$ cat config.mk
export PLATFORM = sky130hd
export DESIGN_NAME = bscan_chain
export DESIGN_NICKNAME = d
export VERILOG_FILES = /design/src/rtl/bscan_pkg.sv /design/src/rtl/bscan_ctrl.sv /design/src/rtl/bscan_cells.sv /design/src/rtl/bscan_chain.sv
export SDC_FILE = /design/constraint.sdc
export NUM_CORES = 1
export LEC_CHECK = 0
export BUFFER_PORTS_ARGS = -buffer_cell sky130_fd_sc_hd__buf_2
export CORE_MARGIN = 5
export CORE_UTILIZATION = 51
export DETAILED_ROUTE_END_ITERATION = 10
export GPL_ROUTABILITY_DRIVEN = 0
export PLACE_DENSITY = 0.81
export SYNTH_ARGS = -nofsm -noshare
export SYNTH_HDL_FRONTEND = slang
export SYNTH_SLANG_ARGS = --single-unit
$ cat constraint.sdc
create_clock -name clk -period 2.79 [get_ports clk]
set_clock_uncertainty 0.05 [all_clocks]
set_input_delay 0.6975 -clock clk [delete_from_list [all_inputs] [get_ports clk]]
set_output_delay 0.6975 -clock clk [all_outputs]
set_load 0.02 [all_outputs]
$ cat src/rtl/bscan_pkg.sv
`timescale 1ns/1ps
package bscan_pkg;

  // Strobes handed from the control decode to the cell datapath
  typedef struct packed {
    logic capture;     // load pins into chain
    logic shift;       // move chain toward bit 0
    logic update;      // copy chain into update latches (falling edge)
    logic driveLatch;  // pins take update-latch values
    logic forceHiZ;    // output bus floated unconditionally
  } scanStrobes_t;

endpackage

$ cat src/rtl/bscan_ctrl.sv
`timescale 1ns/1ps
module bscan_ctrl (
  input  logic                    captureDr,
  input  logic                    shiftDr,
  input  logic                    updateDr,
  input  logic                    modeExtest,
  input  logic                    modeSamplePre,
  input  logic                    modeSampleZ,
  output bscan_pkg::scanStrobes_t strobes
);

  logic chainSel;

  always_comb begin
    chainSel           = modeExtest | modeSamplePre | modeSampleZ;
    strobes.capture    = captureDr & chainSel;
    // capture wins if both strobes coincide
    strobes.shift      = shiftDr & chainSel & ~captureDr;
    strobes.update     = updateDr & chainSel;
    // floating the bus outranks driving latched data
    strobes.driveLatch = modeExtest & ~modeSampleZ;
    strobes.forceHiZ   = modeSampleZ;
  end

endmodule

$ cat src/rtl/bscan_cells.sv
`timescale 1ns/1ps
module bscan_cells #(
  parameter int CHAIN_LEN = 96,
  parameter int TRI_CELL  = 89
) (
  input  logic                    clk,
  input  logic                    rstN,
  input  bscan_pkg::scanStrobes_t strobes,
  input  logic                    tdi,
  input  logic [CHAIN_LEN-1:0]    pinIn,
  input  logic [CHAIN_LEN-1:0]    funcOut,
  input  logic                    funcOe,
  output logic                    tdo,
  output logic [CHAIN_LEN-1:0]    pinOut,
  output logic                    pinOe,
  output logic [CHAIN_LEN-1:0]    shiftState,
  output logic [CHAIN_LEN-1:0]    latchState
);

  localparam int MsbIdx = CHAIN_LEN - 1;

  for (genvar i = 0; i < CHAIN_LEN; i++) begin : g_cell
    logic serialIn;
    logic capQ;
    logic updQ;

    if (i == MsbIdx) begin : g_head
      assign serialIn = tdi;
    end else begin : g_body
      assign serialIn = shiftState[i+1];
    end

    // capture/shift stage, rising edge
    always_ff @(posedge clk or negedge rstN) begin
      if (!rstN)                capQ <= 1'b0;
      else if (strobes.capture) capQ <= pinIn[i];
      else if (strobes.shift)   capQ <= serialIn;
    end

    // update latch, falling edge
    always_ff @(negedge clk or negedge rstN) begin
      if (!rstN)               updQ <= 1'b0;
      else if (strobes.update) updQ <= capQ;
    end

    assign shiftState[i] = capQ;
    assign latchState[i] = updQ;
    assign pinOut[i]     = strobes.driveLatch ? updQ : funcOut[i];
  end

  assign tdo = shiftState[0];

  always_comb begin
    if (strobes.forceHiZ)        pinOe = 1'b0;
    else if (strobes.driveLatch) pinOe = latchState[TRI_CELL];
    else                         pinOe = funcOe;
  end

endmodule

$ cat src/rtl/bscan_chain.sv
`timescale 1ns/1ps
module bscan_chain #(
  parameter int CHAIN_LEN = 96,
  parameter int TRI_CELL  = 89
) (
  input  logic                 clk,
  input  logic                 rstN,
  input  logic                 captureDr,
  input  logic                 shiftDr,
  input  logic                 updateDr,
  input  logic                 modeExtest,
  input  logic                 modeSamplePre,
  input  logic                 modeSampleZ,
  input  logic                 tdi,
  input  logic [CHAIN_LEN-1:0] pinIn,
  input  logic [CHAIN_LEN-1:0] funcOut,
  input  logic                 funcOe,
  output logic                 tdo,
  output logic [CHAIN_LEN-1:0] pinOut,
  output logic                 pinOe
);

  bscan_pkg::scanStrobes_t strobes;
  logic [CHAIN_LEN-1:0]    shiftState;
  logic [CHAIN_LEN-1:0]    latchState;

  bscan_ctrl i_ctrl (
    .captureDr     (captureDr),
    .shiftDr       (shiftDr),
    .updateDr      (updateDr),
    .modeExtest    (modeExtest),
    .modeSamplePre (modeSamplePre),
    .modeSampleZ   (modeSampleZ),
    .strobes       (strobes)
  );

  bscan_cells #(
    .CHAIN_LEN (CHAIN_LEN),
    .TRI_CELL  (TRI_CELL)
  ) i_cells (
    .clk        (clk),
    .rstN       (rstN),
    .strobes    (strobes),
    .tdi        (tdi),
    .pinIn      (pinIn),
    .funcOut    (funcOut),
    .funcOe     (funcOe),
    .tdo        (tdo),
    .pinOut     (pinOut),
    .pinOe      (pinOe),
    .shiftState (shiftState),
    .latchState (latchState)
  );

endmodule

==> impl_metrics.json, run 1 <==
{
  "outcome": "finished, violations left",
  "failed_checks": "negative setup slack",
  "cts_tree": "done",
  "power_density_nw_per_um2": 619,
  "startpoint": "i_cells.g_cell[27].updQ$_DFFE_NN0P_",
  "core_region_area_sq_um": 18000,
  "crit_required_ps": 2040,
  "rows": 49,
  "clkLatencyLatePin_ps": 430,
  "synthTopCellsByArea": "dfrtn_1 (26%), dfrtp_1 (26%), mux2_2 (18%), nand3_1 (15%), o21ai_0 (5.1%)",
  "wl_mm": 33.1,
  "avgSynthCellArea_sq_um": 10.9,
  "synth_top_area_frac": 0.257,
  "cts_made_buffers": 17,
  "dpl_cell_area_sq_um": 11200,
  "crit_arrival_ps": 2620,
  "synth_top_cell_by_area": "dfrtn_1",
  "cts-hold-fix-buffers": 0,
  "design_area_sq_um": 13900,
  "fillerInstances": 1079,
  "multi_input_area_sq_um": 4730,
  "die_h_um": 145,
  "hold_class": "in -> async",
  "drive_gt1_frac": 0.526,
  "wl_per_cell_um": 22.7,
  "start_util": 0.519,
  "grtUsageMet1": 0.373,
  "ys_ff_latch": 192,
  "synthCells": 861,
  "finalMaxSlewViolations": 0,
  "io_buffers": 299,
  "clock_sinks": 192,
  "root_buffer": "clkbuf_16",
  "vias": 8818,
  "critPathKind": "reg -> out",
  "cp_max_fo": 2,
  "dp_hpwl_mm": 18.5,
  "die-area_sq_um": 21200,
  "grt_max_degree": 97,
  "grt_overflow_total": 0,
  "drtAntennaViolNets": 0,
  "drtIter0Drc": 778,
  "ys_seq_area_frac": 0.514,
  "grt_pass1_vias": 8830,
  "first_pass_iters": 8,
  "reg2reg_from": "i_cells.g_cell[83].serialIn$_DFFE_PN0P_",
  "grtUsageMet3": 0.0654,
  "dieWidth_um": 145,
  "yosys_warnings": 0,
  "p_leak_nw": 6.98,
  "finalHoldViolCount": 0,
  "cts_max_level": 4,
  "antenna_found_initial": 7,
  "r2r_end": "i_cells.g_cell[84].updQ$_DFFE_NN0P_",
  "grt_pass1_wl_mm": 49.6,
  "synth_fp_nets": 1063,
  "endpoint_kind": "output pin",
  "pre_cts_ws_ps": -818,
  "grtUsageMet2": 0.481,
  "max-vdd-ir-drop_uv": 439,
  "crit_end": "pinOut[27]",
  "regArea_sq_um": 4800,
  "maxSlewHeadroom": 0.445,
  "r2r_slack_ps": 430,
  "grt_usage": 0.290,
  "tightest_slew_ps": 830,
  "clk_pin_slew_ps": 70,
  "setup_viol": 193,
  "cts.path.max_buffers": 2,
  "fin_ws_ps": -581,
  "vias_per_cell": 6.05,
  "cp-start-kind": "flip-flop",
  "area_growth_pct": 48.4,
  "synthesis.area_sq_um": 9360,
  "rr_worst_depth": 1,
  "nets": 1412,
  "pin_count": 300,
  "rsz0062_at_grt": "true",
  "remaining_drc_errors": 0,
  "ys_types": 19,
  "maxCapViolations": 0,
  "busiest_layer": "met2"
}
## worst min path at each step
| stage | end | slack (ps) | depth (start not counted) |
|---|---|---|---|
| floorplan | i_cells.g_cell[0].serialIn$_DFFE_PN0P_ | 350 | 0 |
| detailed placement | i_cells.g_cell[75].updQ$_DFFE_NN0P_ | 390 | 1 |
| global placement | i_cells.g_cell[69].updQ$_DFFE_NN0P_ | 380 | 1 |
| finish | i_cells.g_cell[71].serialIn$_DFFE_PN0P_ | 100 | 1 |
| CTS | i_cells.g_cell[24].serialIn$_DFFE_PN0P_ | 90 | 1 |
| global route | i_cells.g_cell[25].serialIn$_DFFE_PN0P_ | 90 | 1 |
## cells in the final DEF (no fill, tap or decap)
master        n
buf_16        9
or3_4         1
o21ai_0      96
nand2b_4      1
nand3_1     288
buf_4        81
nor3_4        1
diode_2       5
bufinv_16     2
buf_12       17
clkinv_2      1
mux2i_1       1
nand2_8       2
clkinvlp_4    2
clkinv_4      2
clkbuf_8      4
nor2_2        1
dfrtn_1      96
mux2_2       52
clkbuf_16    19
buf_8         2
mux2_4      140
dfrtp_1      96
nor2b_4       1
buf_2       198
buf_6       106
nor2_4        1
clkbuf_1      3
## through the flow
stage                     hold slack (ps)  instances  utilization  TNS [ps]  total power (W)
after global routing                 91.0       1457        0.770    -88260          0.00889
after global placement                384       1335        0.619    -98020          0.00503
final                                 102       1457        0.770    -85630          0.00860
after CTS                            89.2       1414        0.750    -82870          0.00834
after detailed placement              391       1335        0.619    -99660          0.00510
after floorplan                       352        861            -    -59830          0.00444
## worst max-delay path: stages (launching register included)
cell     delay, ps
dfrtn_1        390
mux2_4         300
buf_6          130
## flip-flops by register name, indices dropped and copies added, names as in the netlist
signal,count
i_cells.g_cell.updQ,96
i_cells.g_cell.serialIn,94
i_cells.g_cell.capQ,1
i_cells.tdo,1
## routing by layer
metal / wire length [um] / vias up
li1: - / 3834
met1: 12400 / 4365
met2: 16800 / 521
met3: 2680 / 94
met4: 1130 / 4
met5: 23 / -
## cells by family after synthesis
kind of cell,synth area share
flops,0.514
simple gates,0.159
buf+inv,0.0437
compound gates,0.0514
mux,0.232
## Yosys cell counts
library cell / n
nor2b_1: 1
nand2_4: 1
mux2_1: 40
nand3_1: 288
mux2_2: 152
nor3_2: 1
buf_4: 5
buf_6: 1
dfrtn_1: 96
buf_8: 4
nand2b_1: 1
clkbuf_1: 42
dfrtp_1: 96
buf_2: 15
mux2i_1: 1
o21ai_0: 96
or3_1: 1
buf_1: 18
nor2_1: 2
## where the power goes
part,total [W],internal (W),leakage (nW),switching (W)
Sequential,0.00360,0.00325,2.36,0.000351
Clock,0.00259,0.00151,0.300,0.00109
Combinational,0.00240,0.00140,4.31,0.00100
## repair_timing
action | 4_1_cts | 5_1_grt
pin swaps | 0 | 2
cloned | 11 | 0
endpoints found under the setup margin | 195 | 230
buffers inserted | 37 | 44
gates resized for setup | 335 | 37
## layout make-up
type	count	share of cell area
antenna	5	0.000901
clock buffer	25	0.0380
clock inverter	7	0.00703
multi-input combinational	585	0.341
sequential	192	0.346
tap	229	0.0206
timing repair buffer	414	0.247
Power figures use the tool's default switching activity.
==> run 2: changes to the inputs <==
clock period = 3.3 ns   (was 2.79 ns; I/O delays follow)
==> run 2 against run 1 <==
- the flow still finishes with violations (negative setup slack)
- via count decreased by 1.1%
- critical endpoint is now pinOe
- final cell count decreased by 0.34%
- critical path type unchanged
- global-route usage decreased by 0.74 points
- sequential power decreased by 15%
- wire length decreased by 2.1%
- clock power decreased by 20%
==> impl_metrics.json, run 2 (synthesized netlist as in run 1, its figures left out) <==
{
  "io_buffers": 299,
  "drive_gt1_frac": 0.525,
  "clkLatencyLatePin_ps": 420,
  "root_buffer": "clkbuf_16",
  "maxCapViolations": 0,
  "rows": 49,
  "fin_ws_ps": -472,
  "finalMaxSlewViolations": 0,
  "maxSlewHeadroom": 0.275,
  "wl_mm": 32.4,
  "failed_checks": "negative setup slack",
  "grt_pass1_vias": 8844,
  "die_h_um": 145,
  "cts_max_level": 4,
  "hold_class": "in -> async",
  "core_region_area_sq_um": 18000,
  "cts.path.max_buffers": 2,
  "layout_commonest_cell": "nand3_1",
  "cp-start-kind": "flip-flop",
  "remaining_drc_errors": 0,
  "setup_viol": 193,
  "clk_pin_slew_ps": 70,
  "holdWs_ps": 224,
  "finalHoldViolCount": 0,
  "rsz0062_at_grt": "true",
  "wl_per_cell_um": 22.3,
  "cts-hold-fix-buffers": 0,
  "crit_arrival_ps": 2900,
  "vias_per_cell": 6.01,
  "pin_count": 300,
  "first_pass_iters": 5,
  "crit_slowest_cell": "dfrtn_1",
  "max_stage_delay_ps": 500,
  "drtIter0Drc": 801,
  "antenna_found_initial": 2,
  "cts_tree": "done",
  "tightest_slew_ps": 1090,
  "cp_max_fo": 3,
  "dieWidth_um": 145,
  "grt_usage": 0.282,
  "clock_sinks": 192,
  "drtAntennaViolNets": 0,
  "largest_reg_flops": 96,
  "top_register": "i_cells.g_cell.updQ",
  "max-vdd-ir-drop_uv": 365,
  "die-area_sq_um": 21200,
  "cts_made_buffers": 17,
  "dp_hpwl_mm": 18.2,
  "vias": 8724,
  "cp_cell_sequence": "mux2i_1, nor2_1, buf_4",
  "area_growth_pct": 47.7,
  "grt_pass1_wl_mm": 48.7,
  "final_cell_mix": "nand3_1 (288), buf_2 (198), mux2_4 (143), buf_6 (101)",
  "power_density_nw_per_um2": 518,
  "tns_ps": -60160,
  "grt_overflow_total": 0,
  "outcome": "finished, violations left",
  "nets": 1409,
  "endpoint_kind": "output pin",
  "start_util": 0.519,
  "grt_max_degree": 105,
  "critPathKind": "reg -> out",
  "p_leak_nw": 6.96,
  "crit_required_ps": 2420
}
## run 2: changes by cell type in the layout (fill, tap and decap cells not counted), moves of 3 or more
| cell | change |
|---|---|
| buf_6 | -5 |
| inv_6 | +3 |
| mux2_4 | +3 |
| mux2_2 | -3 |
## run 2: per-stage QoR
stage | instances | setup slack, ps | power [W] | utilization | instance area [sq um]
after floorplan | 861 | -549 | 0.00376 | - | 9370
after global placement | 1333 | -675 | 0.00425 | 0.618 | 11100
after detailed placement | 1333 | -690 | 0.00431 | 0.618 | 11100
after CTS | 1402 | -459 | 0.00692 | 0.742 | 13400
after global routing | 1451 | -508 | 0.00741 | 0.766 | 13800
final | 1452 | -472 | 0.00715 | 0.766 | 13800
## run 2: power by group
| part | total [W] | switching (W) | internal, W |
|---|---|---|---|
| sequential | 0.00305 | 0.000301 | 0.00275 |
| clock | 0.00208 | 0.000920 | 0.00116 |
| combinational | 0.00202 | 0.000842 | 0.00118 |
## run 2: cell type report
cell class,instances,area (sq um)
clock inverters,10,93.8
well taps,229,287
multi-input cells,585,4740
diodes,3,7.51
clock buffers,22,497
flip-flops and latches,192,4800
repair buffers,411,3380
fillers,1064,4210
## run 2: path summary, 6_finish.rpt
kind / start / to / slack [ps] / cells past startpoint
max: i_cells.g_cell[89].updQ$_DFFE_NN0P_ / pinOe / -470 / 3
max reg2reg: i_cells.g_cell[38].serialIn$_DFFE_PN0P_ / i_cells.g_cell[39].updQ$_DFFE_NN0P_ / 670 / 1
max in group asynchronous: rstN / i_cells.g_cell[10].updQ$_DFFE_NN0P_ / 860 / 2
min reg2reg: i_cells.g_cell[44].updQ$_DFFE_NN0P_ / i_cells.g_cell[44].updQ$_DFFE_NN0P_ / 410 / 1
min: rstN / i_cells.g_cell[40].serialIn$_DFFE_PN0P_ / 220 / 1
min in group clk: i_cells.g_cell[44].updQ$_DFFE_NN0P_ / i_cells.g_cell[44].updQ$_DFFE_NN0P_ / 410 / 1
## run 2: critical path: cells and delay by family, from the launching register on
kind | cells | cell delay [ps]
buffers and inverters | 1 | 150
DFF | 1 | 500
muxes | 1 | 100
and+or+nand+nor | 1 | 100
## run 2: routing by layer
metal / share of wire / up-vias / wire length (um) / global-route usage
met5: 0 / - / 0 / 0
met4: 0.033 / 0 / 1060 / 0.117
met3: 0.076 / 81 / 2460 / 0.0601
met2: 0.52 / 502 / 16800 / 0.479
met1: 0.37 / 4318 / 12100 / 0.351
li1: - / 3823 / - / -
## run 2: repair_timing
item | in CTS | in global routing
hold endpoints to repair | 0 | 0
pin swaps | 0 | 2
gates resized for setup | 335 | 31
cloned | 10 | 1
buffers inserted | 28 | 50
endpoints found under the setup margin | 192 | 193
